[src/rtl/dma_arb_pkg.sv]
package dma_arb_pkg;

  typedef enum logic [1:0] {
    SZ_BYTE = 2'b00,
    SZ_HALF = 2'b01,
    SZ_WORD = 2'b10
  } unit_size_e;

  typedef enum logic [1:0] {
    ST_ARB = 2'd0,
    ST_BUS = 2'd1,
    ST_CPU = 2'd2
  } arb_state_e;

endpackage

[src/rtl/dma_prio_pick.sv]
module dma_prio_pick #(
  parameter int N = 4,
  localparam int W = (N > 1) ? $clog2(N) : 1
) (
  input  logic [N-1:0] mask,
  output logic         found,
  output logic [W-1:0] idx
);

  // lowest set index wins: scan downward so the last hit is the lowest
  always_comb begin
    found = 1'b0;
    idx   = '0;
    for (int i = N - 1; i >= 0; i--) begin
      if (mask[i]) begin
        found = 1'b1;
        idx   = i[W-1:0];
      end
    end
  end

endmodule

[src/rtl/dma_chan_ctr.sv]
module dma_chan_ctr #(
  parameter int CNT_W = 16
) (
  input  logic             clk,
  input  logic             rst_n,
  input  logic             load,
  input  logic [CNT_W-1:0] load_val,
  input  logic             dec,
  output logic             tc
);

  logic [CNT_W-1:0] cnt;

  always_ff @(posedge clk) begin
    if (!rst_n) begin
      cnt <= '0;
      tc  <= 1'b1;
    end else if (load) begin
      cnt <= load_val;
      tc  <= (load_val == '0);
    end else if (dec && !tc) begin
      cnt <= cnt - 1'b1;
      if (cnt == {{(CNT_W-1){1'b0}}, 1'b1}) tc <= 1'b1;
    end
  end

  // one unit consumed per completed transfer
  a_r8_count_down: assert property (@(posedge clk) disable iff (!rst_n)
    (dec && !tc && !load) |=> (cnt == $past(cnt) - 1'b1));

  // terminal count holds until a new setup
  a_r8_tc_sticky: assert property (@(posedge clk) disable iff (!rst_n)
    (tc && !load) |=> tc);

endmodule

[src/rtl/dma_rise_window.sv]
module dma_rise_window #(
  parameter int N = 4
) (
  input  logic         clk,
  input  logic         rst_n,
  input  logic [N-1:0] req,
  input  logic         win_open,
  input  logic         clear,
  output logic [N-1:0] fav
);

  logic [N-1:0] req_q;
  logic [N-1:0] rise;

  assign rise = req & ~req_q;

  always_ff @(posedge clk) begin
    if (!rst_n) begin
      req_q <= '0;
      fav   <= '0;
    end else begin
      req_q <= req;
      if (clear)         fav <= '0;
      else if (win_open) fav <= fav | rise;
    end
  end

  // captured set changes only inside the window or when consumed
  a_r7_capture_only_in_window: assert property (@(posedge clk) disable iff (!rst_n)
    (!win_open && !clear) |=> $stable(fav));

endmodule

[src/rtl/dma_single_arb.sv]
module dma_single_arb
  import dma_arb_pkg::*;
#(
  parameter int NCH   = 4,
  parameter int CNT_W = 16,
  localparam int CH_W = (NCH > 1) ? $clog2(NCH) : 1
) (
  input  logic             clk,
  input  logic             rst_n,
  input  logic [NCH-1:0]   req,
  input  logic             setup_stb,
  input  logic [CH_W-1:0]  setup_ch,
  input  logic [CNT_W-1:0] setup_cnt,
  input  logic [1:0]       size_sel,
  input  logic             xfer_done,
  output logic             bus_grant,
  output logic [CH_W-1:0]  grant_ch,
  output logic [1:0]       unit_size,
  output logic             cpu_slot,
  output logic [NCH-1:0]   tc_flag
);

  arb_state_e      state;
  logic [CH_W-1:0] gch;
  unit_size_e      size_q;
  unit_size_e      size_in;

  logic [NCH-1:0]  eligible;
  logic [NCH-1:0]  fav;
  logic [NCH-1:0]  fav_live;
  logic            fix_found, fav_found;
  logic [CH_W-1:0] fix_idx, fav_idx;
  logic            unit_end;
  logic            win_open;

  assign eligible = req & ~tc_flag;
  assign fav_live = fav & eligible;
  assign unit_end = (state == ST_BUS) && xfer_done;
  assign win_open = unit_end || (state == ST_CPU);
  assign size_in  = (size_sel == 2'b11) ? SZ_WORD : unit_size_e'(size_sel);

  // per-channel unit counters
  for (genvar c = 0; c < NCH; c++) begin : g_ch
    dma_chan_ctr #(.CNT_W(CNT_W)) u_ctr (
      .clk      (clk),
      .rst_n    (rst_n),
      .load     (setup_stb && (setup_ch == CH_W'(c))),
      .load_val (setup_cnt),
      .dec      (unit_end && (gch == CH_W'(c))),
      .tc       (tc_flag[c])
    );
  end

  dma_rise_window #(.N(NCH)) u_win (
    .clk      (clk),
    .rst_n    (rst_n),
    .req      (req),
    .win_open (win_open),
    .clear    (state == ST_ARB),
    .fav      (fav)
  );

  dma_prio_pick #(.N(NCH)) u_fix (
    .mask  (eligible),
    .found (fix_found),
    .idx   (fix_idx)
  );

  dma_prio_pick #(.N(NCH)) u_fav (
    .mask  (fav_live),
    .found (fav_found),
    .idx   (fav_idx)
  );

  always_ff @(posedge clk) begin
    if (!rst_n) begin
      state  <= ST_ARB;
      gch    <= '0;
      size_q <= SZ_BYTE;
    end else begin
      case (state)
        ST_ARB: if (fix_found) begin
          state  <= ST_BUS;
          gch    <= fav_found ? fav_idx : fix_idx;
          size_q <= size_in;
        end
        ST_BUS: if (xfer_done) state <= ST_CPU;
        ST_CPU: state <= ST_ARB;
        default: state <= ST_ARB;
      endcase
    end
  end

  assign bus_grant = (state == ST_BUS);
  assign cpu_slot  = (state == ST_CPU);
  assign grant_ch  = gch;
  assign unit_size = size_q;

  // the CPU gets the cycle right after every grant
  a_r4_slot_after_grant: assert property (@(posedge clk) disable iff (!rst_n)
    $fell(bus_grant) |-> cpu_slot);

  // slot lasts one cycle and is followed by an arbitration cycle
  a_r4_no_back_to_back: assert property (@(posedge clk) disable iff (!rst_n)
    cpu_slot |=> (!bus_grant && !cpu_slot));

  // grant, channel and size held until the unit completes
  a_r3_hold_until_done: assert property (@(posedge clk) disable iff (!rst_n)
    (bus_grant && !xfer_done) |=> (bus_grant && $stable(grant_ch) && $stable(unit_size)));

  // a terminal channel is never newly granted
  a_r8_no_grant_after_tc: assert property (@(posedge clk) disable iff (!rst_n)
    ($rose(bus_grant) && !$past(setup_stb)) |-> !tc_flag[grant_ch]);

  // a live favored request takes the grant
  a_r6_fav_wins: assert property (@(posedge clk) disable iff (!rst_n)
    ($rose(bus_grant) && $past(fav_live != '0)) |-> (grant_ch == $past(fav_idx)));

endmodule

[config.mk]
export PLATFORM = sky130hd
export DESIGN_NAME = dma_single_arb
export DESIGN_NICKNAME = d
export VERILOG_FILES = /design/src/rtl/dma_arb_pkg.sv /design/src/rtl/dma_prio_pick.sv /design/src/rtl/dma_chan_ctr.sv /design/src/rtl/dma_rise_window.sv /design/src/rtl/dma_single_arb.sv
export SDC_FILE = /design/constraint.sdc
export NUM_CORES = 1
export LEC_CHECK = 0
export BUFFER_PORTS_ARGS = -buffer_cell sky130_fd_sc_hd__buf_2
export CAP_MARGIN = 30
export CORE_UTILIZATION = 60
export CTS_CLUSTER_SIZE = 10
export DETAILED_ROUTE_END_ITERATION = 6
export PLACE_DENSITY = 0.87
export SLEW_MARGIN = 20
export SYNTH_ARGS = -nofsm -noshare
export SYNTH_HDL_FRONTEND = slang
export SYNTH_HIERARCHICAL = 1
export SYNTH_SLANG_ARGS = --single-unit
[constraint.sdc]
create_clock -name clk -period 3.4 [get_ports clk]
set_clock_uncertainty 0.1 [all_clocks]
set_input_delay 0.34 -clock clk [delete_from_list [all_inputs] [get_ports clk]]
set_output_delay 0.34 -clock clk [all_outputs]
set_load 0.01 [all_outputs]
==> results.txt, run 1 <==
----------------------------------------------------
[Synth]
  Number of register bits inferred by synthesis ... about 80
  Average instance area after synthesis ... between 8 and 9 um2
  Combinational family with the most area after synthesis ... simple AND/OR/NAND/NOR gates
  Area fraction in compound gates after synthesis ... 0.2022
  Post-Synthesis Cells ... 568
  Number of warnings reported in the yosys synthesis log ... 6
  Fraction of the mapped netlist area in simple logic gates ... 0.3319
  Post-synth EDFFs ... 0
  Synth Flop Type ... dfxtp_1
  Netlist Area Pre-Place ... around 4800 um2
  Arithmetic-cell share of the synthesized area counting full adders, half adders and majority gates ... 0.02079
  Part of the Yosys area used for sequential elements ... 0.3410
  Count of different cell masters after synthesis ... 51
  Share of synthesized flip-flops with an asynchronous set or reset ... 0
  Post-synthesis share of cell area spent on xor and xnor gates ... 0.05094
  Portion of netlist area occupied by mux cells ... 0.004158
  Net count after synthesis ... ~600

[Floorplanning]
  X dimension of the die ... between 90 and 100 um
  Effective utilization at floorplan ... 0.6231
  I/O pins ... 38
  Chip Height ... a little over 90 um
  Area of the die ... between 8000 and 9000 um2
  Placeable core region ... 7727 um2
  Std-Cell Rows ... 32

[CTS]
  TritonCTS clock tree ... yes
  Sinks on the clock net ... 82
  Deepest level of the CTS H-tree ... 3
  Number of resized instances in the post-cts repair step ... 0
  Number of post-CTS setup repair buffers ... 0
  CTS buffer count ... 9
  Clock network latency to the later pin of the worst-skew pair ... around 0.36 ns
  Clk slew on worst S/H paths ... approximately 0.08 ns
  Number of buffers added to fix hold violations after cts ... 0
  Number of buffers on the longest clock path ... 2
  CTS root buffer ... clkbuf_8

[Setup path]
  CP Max Fanout ... 7
  Required arrival time at the worst endpoint ... 3.55 ns
  Critical path type ... reg -> reg
  Arrival @ worst endpoint ... 2.94 ns
  Series of cell instances along the critical path ... and2b_4 -> nand2_2 -> nor3_1 -> or4b_2 -> nor4_4 -> a21boi_1 -> o311a_1
  CP bufs+invs ... 0
  Start point of the critical path ... state[0]$_SDFFE_PN0P_
  Start of the worst register-to-register path ... state[0]$_SDFFE_PN0P_
  Cell with the largest stage delay on the worst path ... or4b_2
  CP Launch Type ... register
  Delay of the slowest cell on the worst path ... between 0.7 and 0.8 ns
  Kind of cell adding the most delay to the critical path ... simple AND/OR/NAND/NOR gates
  Element type at the critical path end ... register

[Cells and area]
  Number of fill cells ... ~620
  Area growth, synth to finish ... 8.160%
  Commonest non-fill, non-tap cell in the layout ... dfxtp_1
  Leading cell types in the layout, fill and taps excluded ... dfxtp_1, buf_2, o21ai_0
  Layout net count ... ~620
  Fraction of final layout cells with drive strength greater than 1 ... 0.1545
  Final core utilization ... 0.6739
  Final antenna diode count ... 0

[Pwr]
  Internal power consumption ... 1565 uW
  P_sw ... 603.6 uW
  Leakage power total ... roughly 0.0019 uW
  Worst VDD drop ... 251.5 uV
  Overall power after layout ... roughly 2200 uW
  Sequential share of power ... 0.491
  P per Cell Area ... about 420 nW/um2
  Switching fraction of total power ... 0.2783
  Part of the total power dissipated in combinational logic ... 0.154
  Relative contribution of the clock network to total power ... 0.355

[STA]
  Slew Viols, Final ... 0
  Number of hold violations in the final report ... 0
  Slew Limit Headroom ... 0.4247
  Achievable clock frequency ... around 360 MHz
  RSZ-0062 raised after global routing ... false
  Final-report setup violation count ... 0
  Setup TNS ... 0 ns
  Period utilisation layout ... 0.8220
  Tightest Pin Transition ... about 0.86 ns
  Final critical path time including I/O delays and setup ... 2.795 ns

[Job]
  Max-cap viol count ... 0

[Drt]
  DRC Markers ... 0
  DR iter-0 viols ... between 400 and 500
  Routed WL per cell ... 17.98 um
  Detailed-route vias per instance ... 6.609
  Final ANT Viol Nets ... 0
  Routed WL ... between 10 and 15 mm
  Pre-antenna DRT Iters ... 5
  Via count ... approximately 4,600

[GRT]
  Antenna violations before repair ... 0
  Wire length of the first global-routing pass ... around 20 mm
  Global Route Usage Sum ... 0.3073
  Number of global-route vias before repair ... 4,306
  Congestion Overflow GR ... 0
  Pin count of the biggest net entering global routing ... 94

[Min path]
  Path category of the worst min-delay check ... in -> reg
  Beginning of the worst hold path ... size_sel[1]

[Placement]
  Post-DP HPWL ... 8.174 mm
  IO buf count ... 37
  Final GP Congestion ... just under 0.9

[Status]
  Outcome ... completed

----------------------------------------------------
metal layers:
metal	wire length [um]	vias to the layer above	share of wire	GRT usage
met5	0	-	0	0
met4	417	0	0.034	0.1799
met3	1101	44	0.089	0.04941
met2	5885	240	0.47	0.5050
met1	5021	2135	0.40	0.3784
li1	-	2148	-	-
Yosys cell counts, drive strengths merged (4+ instances only):
cell type | instances | share of area
nand2b | 19 | 0.025
a21oi | 30 | 0.033
a21bo | 4 | 0.0083
nor3 | 35 | 0.036
ha | 8 | 0.021
a211oi | 4 | 0.0062
a21boi | 12 | 0.019
or4 | 12 | 0.019
or4b | 8 | 0.017
a21o | 5 | 0.0078
nor3b | 8 | 0.021
nand2 | 20 | 0.016
nor2 | 34 | 0.027
o211a | 6 | 0.012
a31o | 4 | 0.0073
buf | 5 | 0.010
or3 | 4 | 0.0052
inv | 22 | 0.017
and2 | 12 | 0.016
o211ai | 8 | 0.012
o21a | 9 | 0.014
o21ai | 38 | 0.040
nor4 | 28 | 0.049
nand3b | 4 | 0.0062
clkbuf | 28 | 0.022
nor4b | 4 | 0.0073
nor2b | 10 | 0.015
o41a | 4 | 0.0094
and4 | 5 | 0.0091
dfxtp | 82 | 0.34
nand3 | 25 | 0.026
xnor2 | 28 | 0.051
o311a | 16 | 0.033
or2 | 4 | 0.0052
nand4bb | 4 | 0.0094
nand4 | 12 | 0.016
flip-flops by register name, summed over array words and instances, names as in the netlist:
name            cells
u_win/req_q         4
grant_ch            2
u_win/fav           4
g_ch.u_ctr/tc       4
g_ch.u_ctr/cnt     64
unit_size           2
state               2
cell families after synthesis:
group           count (synthesis)
simple gates                  253
fa+ha+maj                       8
buf+inv                        55
compound gates                140
flops                          82
xor+xnor                       28
mux                             2
through the flow:
stage | cells | instance area, um2 | worst slack (ns) | hold slack [ns]
6_report | 691 | 5207 | 0.6051 | 0.1066
5_1_grt | 691 | 5207 | 0.4207 | 0.1162
4_1_cts | 691 | 5207 | 0.5954 | 0.1036
3_5_place_dp | 677 | 5001 | 0.6583 | 0.3401
3_3_place_gp | 677 | 5001 | 0.7524 | 0.3282
2_1_floorplan | 568 | 4815 | 0.8917 | 0.3191
power by group through the flow:
stage	sequential [uW]	combinational, uW	clock, uW
after floorplan	1070	245	0
after global placement	1080	312	0
after detailed placement	1080	326	0
after CTS	1060	329	776
after global routing	1070	367	813
final	1070	333	770
worst paths after layout:
check / end / slack, ns / cells past startpoint
worst max-delay path: g_ch[0].u_ctr/cnt[13]$_SDFFE_PN0P_ / 0.61 / 7
worst max register to register: g_ch[0].u_ctr/cnt[13]$_SDFFE_PN0P_ / 0.61 / 7
worst min-delay path: unit_size[1]$_SDFFE_PN0P_ / 0.11 / 3
worst min register to register: u_win/fav[3]$_SDFFE_PP0P_ / 0.35 / 2
layout make-up:
cell class,instances,area (um2),share of cell area
multi-input combinational,431,2942,0.5649
clock inverter,3,65.06,0.01249
timing repair buffer,40,207.7,0.03988
clock buffer,11,141.4,0.02715
sequential,82,1642,0.3152
tap,102,127.6,0.02451
inverter,22,82.58,0.01586
worst register-to-register path, delay by kind of cell (launching register included):
| kind | cells | cell delay, ns |
|---|---|---|
| AND/OR/NAND/NOR | 5 | 1.73 |
| AO/OA/AOI/OAI | 2 | 0.42 |
| flip-flops | 1 | 0.43 |
Power figures use the tool's default switching activity.
==> run 2, diff against run 1 <==
Settings changed: ABC_AREA set to 1, CORE_UTILIZATION 60 to 56, PLACE_DENSITY 0.87 to 0.85.
Clock period 3.4 ns to 2.27 ns, I/O delays scaled along.
==> results.txt, run 2 <==
----------------------------------------------------
[Status]
  Outcome ... completed (unchanged)

[Pwr]
  Part of the total power dissipated in combinational logic ... 0.248 (was 0.154)
  Relative contribution of the clock network to total power ... 0.309 (was 0.355)
  Worst VDD drop ... 403.6 uV (was 251.5 uV)
  Leakage power total ... 0.003019 uW (was 0.001919 uW)
  P_sw ... 1169 uW (was 603.6 uW)
  Sequential share of power ... 0.443 (was 0.491)
  P per Cell Area ... 560.8 nW/um2 (was 416.5 nW/um2)
  Switching fraction of total power ... 0.3314 (was 0.2783)
  Internal power consumption ... 2359 uW (was 1565 uW)

[CTS]
  Clock network latency to the later pin of the worst-skew pair ... 0.37 ns (was 0.36 ns)
  Number of post-CTS setup repair buffers ... 0 (unchanged)
  Deepest level of the CTS H-tree ... 3 (unchanged)
  CTS root buffer ... clkbuf_8 (unchanged)
  Sinks on the clock net ... 82 (unchanged)
  Clk slew on worst S/H paths ... 0.07 ns (was 0.08 ns)
  TritonCTS clock tree ... yes (unchanged)
  CTS buffer count ... 9 (unchanged)
  Number of buffers on the longest clock path ... 2 (unchanged)

[Cells and area]
  Fraction of final layout cells with drive strength greater than 1 ... 0.1493 (was 0.1545)
  Area growth, synth to finish ... 10.75% (was 8.160%)
  Commonest non-fill, non-tap cell in the layout ... nand2_1 (was dfxtp_1)
  Leading cell types in the layout, fill and taps excluded ... nand2_1, inv_1, nor2_1 (was dfxtp_1, buf_2, o21ai_0)
  Final antenna diode count ... 0 (unchanged)
  Layout net count ... 984 (was 622)
  Max FFs per register ... 64 (unchanged)
  Largest register by flop count ... g_ch.u_ctr/cnt (unchanged)
  Number of fill cells ... 898 (was 624)

[Synth]
  Synth area leaders ... dfxtp_1, nand2_1, inv_1 (was dfxtp_1, xnor2_1, o21ai_0)
  Synth Flop Type ... dfxtp_1 (unchanged)
  Average instance area after synthesis ... 6.324 um2 (was 8.476 um2)
  Post-synth EDFFs ... 0 (unchanged)
  Number of warnings reported in the yosys synthesis log ... 6 (unchanged)
  Top-count cell post-synth ... nand2_1 (was dfxtp_1)
  Cell taking the most area after synthesis ... dfxtp_1 (unchanged)
  Netlist Area Pre-Place ... 5679 um2 (was 4815 um2)
  Share of synthesized flip-flops with an asynchronous set or reset ... 0 (unchanged)
  Top-area cell type share of the netlist area ... 0.2891 (was 0.3410)
  Count of different cell masters after synthesis ... 35 (was 51)
  Part of the Yosys area used for sequential elements ... 0.2891 (was 0.3410)
  Top post-synthesis cells by count ... nand2_1, inv_1, nor2_1 (was dfxtp_1, o21ai_0, nor3_1)
  Net count after synthesis ... 934 (was 604)
  Number of register bits inferred by synthesis ... 82 (unchanged)
  Post-Synthesis Cells ... 898 (was 568)

[Setup path]
  Depth of the worst register-to-register path ... 10 (was 7)
  Element type at the critical path end ... register (unchanged)
  Most used cell along the critical path ... nand2_1
  Series of cell instances along the critical path ... inv_2 -> nor2_4 -> nand2_4 -> nor3_2 -> nand2_1 -> nand2_1 -> inv_1 -> nor2_1 -> nand2_1 -> a21oi_2 (was and2b_4 -> nand2_2 -> nor3_1 -> or4b_2 -> nor4_4 -> a21boi_1 -> o311a_1)
  CP Launch Type ... register (unchanged)
  CP Max Fanout ... 8 (was 7)
  Cell with the largest stage delay on the worst path ... dfxtp_1 (was or4b_2)
  Start of the worst register-to-register path ... state[0]$_SDFFE_PN0P_ (unchanged)
  Kind of cell adding the most delay to the critical path ... simple AND/OR/NAND/NOR gates (unchanged)
  Critical path type ... reg -> reg (unchanged)
  Delay of the slowest cell on the worst path ... 0.42 ns (was 0.73 ns)
  Required arrival time at the worst endpoint ... 2.47 ns (was 3.55 ns)
  CP bufs+invs ... 2 (was 0)
  Register-to-register setup slack ... 0.24 ns (was 0.61 ns)
  Reg2Reg Capture Point ... g_ch[2].u_ctr/cnt[14]$_SDFFE_PN0P_ (was g_ch[0].u_ctr/cnt[13]$_SDFFE_PN0P_)
  Arrival @ worst endpoint ... 2.23 ns (was 2.94 ns)

[STA]
  Number of hold violations in the final report ... 0 (unchanged)
  Tightest Pin Transition ... 0.6104 ns (was 0.8629 ns)
  Final-report setup violation count ... 0 (unchanged)
  RSZ-0062 raised after global routing ... false (unchanged)
  Slew Limit Headroom ... 0.5888 (was 0.4247)
  Setup TNS ... 0 ns (unchanged)
  Slew Viols, Final ... 0 (unchanged)
  Achievable clock frequency ... 491.6 MHz (was 357.8 MHz)
  Final critical path time including I/O delays and setup ... 2.034 ns (was 2.795 ns)
  Period utilisation layout ... 0.8961 (was 0.8220)
  Worst hold slack ... 0.07555 ns (was 0.1066 ns)

[Drt]
  Via count ... 5,936 (was 4,567)
  Routed WL ... 15.69 mm (was 12.43 mm)
  Routed WL per cell ... 14.47 um (was 17.98 um)
  DR iter-0 viols ... 413 (was 460)
  Detailed-route vias per instance ... 5.476 (was 6.609)
  DRC Markers ... 0 (unchanged)
  Final ANT Viol Nets ... 0 (unchanged)
  Pre-antenna DRT Iters ... 5 (unchanged)

[GRT]
  Antenna violations before repair ... 0 (unchanged)
  Pin count of the biggest net entering global routing ... 16 (was 94)
  Number of global-route vias before repair ... 5,417 (was 4,306)
  Wire length of the first global-routing pass ... 25.79 mm (was 20.22 mm)
  Congestion Overflow GR ... 0 (unchanged)
  Global Route Usage Sum ... 0.3159 (was 0.3073)

[Floorplanning]
  X dimension of the die ... 102.7 um (was 91.58 um)
  Std-Cell Rows ... 36 (was 32)
  Chip Height ... 102.7 um (was 91.58 um)
  Area of the die ... 10,550 um2 (was 8387 um2)
  Placeable core region ... 9819 um2 (was 7727 um2)
  Effective utilization at floorplan ... 0.5784 (was 0.6231)
  I/O pins ... 38 (unchanged)

[Placement]
  Post-DP HPWL ... 11.29 mm (was 8.174 mm)
  IO buf count ... 37 (unchanged)
  Final GP Congestion ... 0.9502 (was 0.8854)

[Min path]
  WHS Endpoint ... state[1]$_SDFFE_PN0P_ (was unit_size[1]$_SDFFE_PN0P_)
  Number of cells on the worst hold path ... 3 (unchanged)
  Beginning of the worst hold path ... xfer_done (was size_sel[1])
  Path category of the worst min-delay check ... in -> reg (unchanged)

[Job]
  Max-cap viol count ... 0 (unchanged)

----------------------------------------------------
[run 2: changes by cell type in the layout (fill, tap and decap cells not counted), moves of 17 or more]
cell	delta
xnor2_1	-24
nand2_1	+188
nor2_1	+74
nand2b_1	-18
nand3_1	+37
nor4_1	-17
inv_1	+123
[run 2: power groups by stage]
stage	clock network [uW]	registers, uW	logic (uW)
finish	1090	1560	874
global route	1160	1570	985
CTS	1100	1560	861
detailed placement	0	1600	848
global placement	0	1590	831
floorplan	0	1590	622
[run 2: final cells by class]
class	instances	area [um2]	share of cell area
repair buffers	55	342.8	0.05451
inverters	155	584.3	0.09290
clock buffers	11	151.4	0.02407
multi-input cells	645	3363	0.5347
well taps	133	166.4	0.02646
clock inverters	3	40.04	0.006366
flip-flops and latches	82	1642	0.2610
[run 2: metrics by stage]
step                  util  total power (uW)  instances  setup slack, ns  cell area, um2
global placement    0.6165              2425       1066           0.1674            6053
global route        0.6405              3715       1084         0.008309            6290
detailed placement  0.6165              2444       1066           0.1400            6053
floorplan                -              2209        898           0.5476            5679
CTS                 0.6400              3523       1084           0.1110            6285
finish              0.6405              3528       1084           0.2360            6290
[run 2: cells by family (layout without fill, tap and decap cells)]
logic type	Yosys count	count (layout)	synth area share
buf+inv	171	224	0.1196
flops	82	82	0.2890
xor+xnor	13	13	0.02005
compound gates	130	130	0.1395
simple gates	494	494	0.4142
fa+ha+maj	8	8	0.01763
[run 2: how the worst max path moves through the flow]
| stage | cells past startpoint | slack, ns | from | to |
|---|---|---|---|---|
| CTS | 10 | 0.11 | state[0]$_SDFFE_PN0P_ | g_ch[2].u_ctr/cnt[14]$_SDFFE_PN0P_ |
| finish | 10 | 0.24 | state[0]$_SDFFE_PN0P_ | g_ch[2].u_ctr/cnt[14]$_SDFFE_PN0P_ |
| detailed placement | 10 | 0.14 | state[0]$_SDFFE_PN0P_ | g_ch[2].u_ctr/cnt[14]$_SDFFE_PN0P_ |
| global placement | 10 | 0.17 | state[0]$_SDFFE_PN0P_ | g_ch[2].u_ctr/cnt[14]$_SDFFE_PN0P_ |
| floorplan | 11 | 0.55 | state[0]$_SDFFE_PN0P_ | g_ch[3].u_ctr/cnt[6]$_SDFFE_PN0P_ |
| global route | 10 | 0.008 | state[0]$_SDFFE_PN0P_ | g_ch[1].u_ctr/cnt[14]$_SDFFE_PN0P_ |
[run 2: routing by layer]
layer,global-route usage,vias up,part of all wire
li1,-,2996,-
met1,0.4198,2625,0.42
met2,0.4779,258,0.44
met3,0.07119,57,0.098
met4,0.1648,0,0.043
met5,0,-,0
[run 2: worst reg2reg max path, cell delays in order, from the launching register on]
cell and delay, ns:
dfxtp_1 0.42, inv_2 0.07, nor2_4 0.12, nand2_4 0.08
nor3_2 0.21, nand2_1 0.18, nand2_1 0.28, inv_1 0.19
nor2_1 0.12, nand2_1 0.08, a21oi_2 0.11
[run 2: what timing repair did]
action / in CTS / in global routing
hold buffers: 4 / 0
endpoints found under the setup margin: 0 / 4
resized for setup: 0 / 1
hold endpoints to repair: 4 / 0
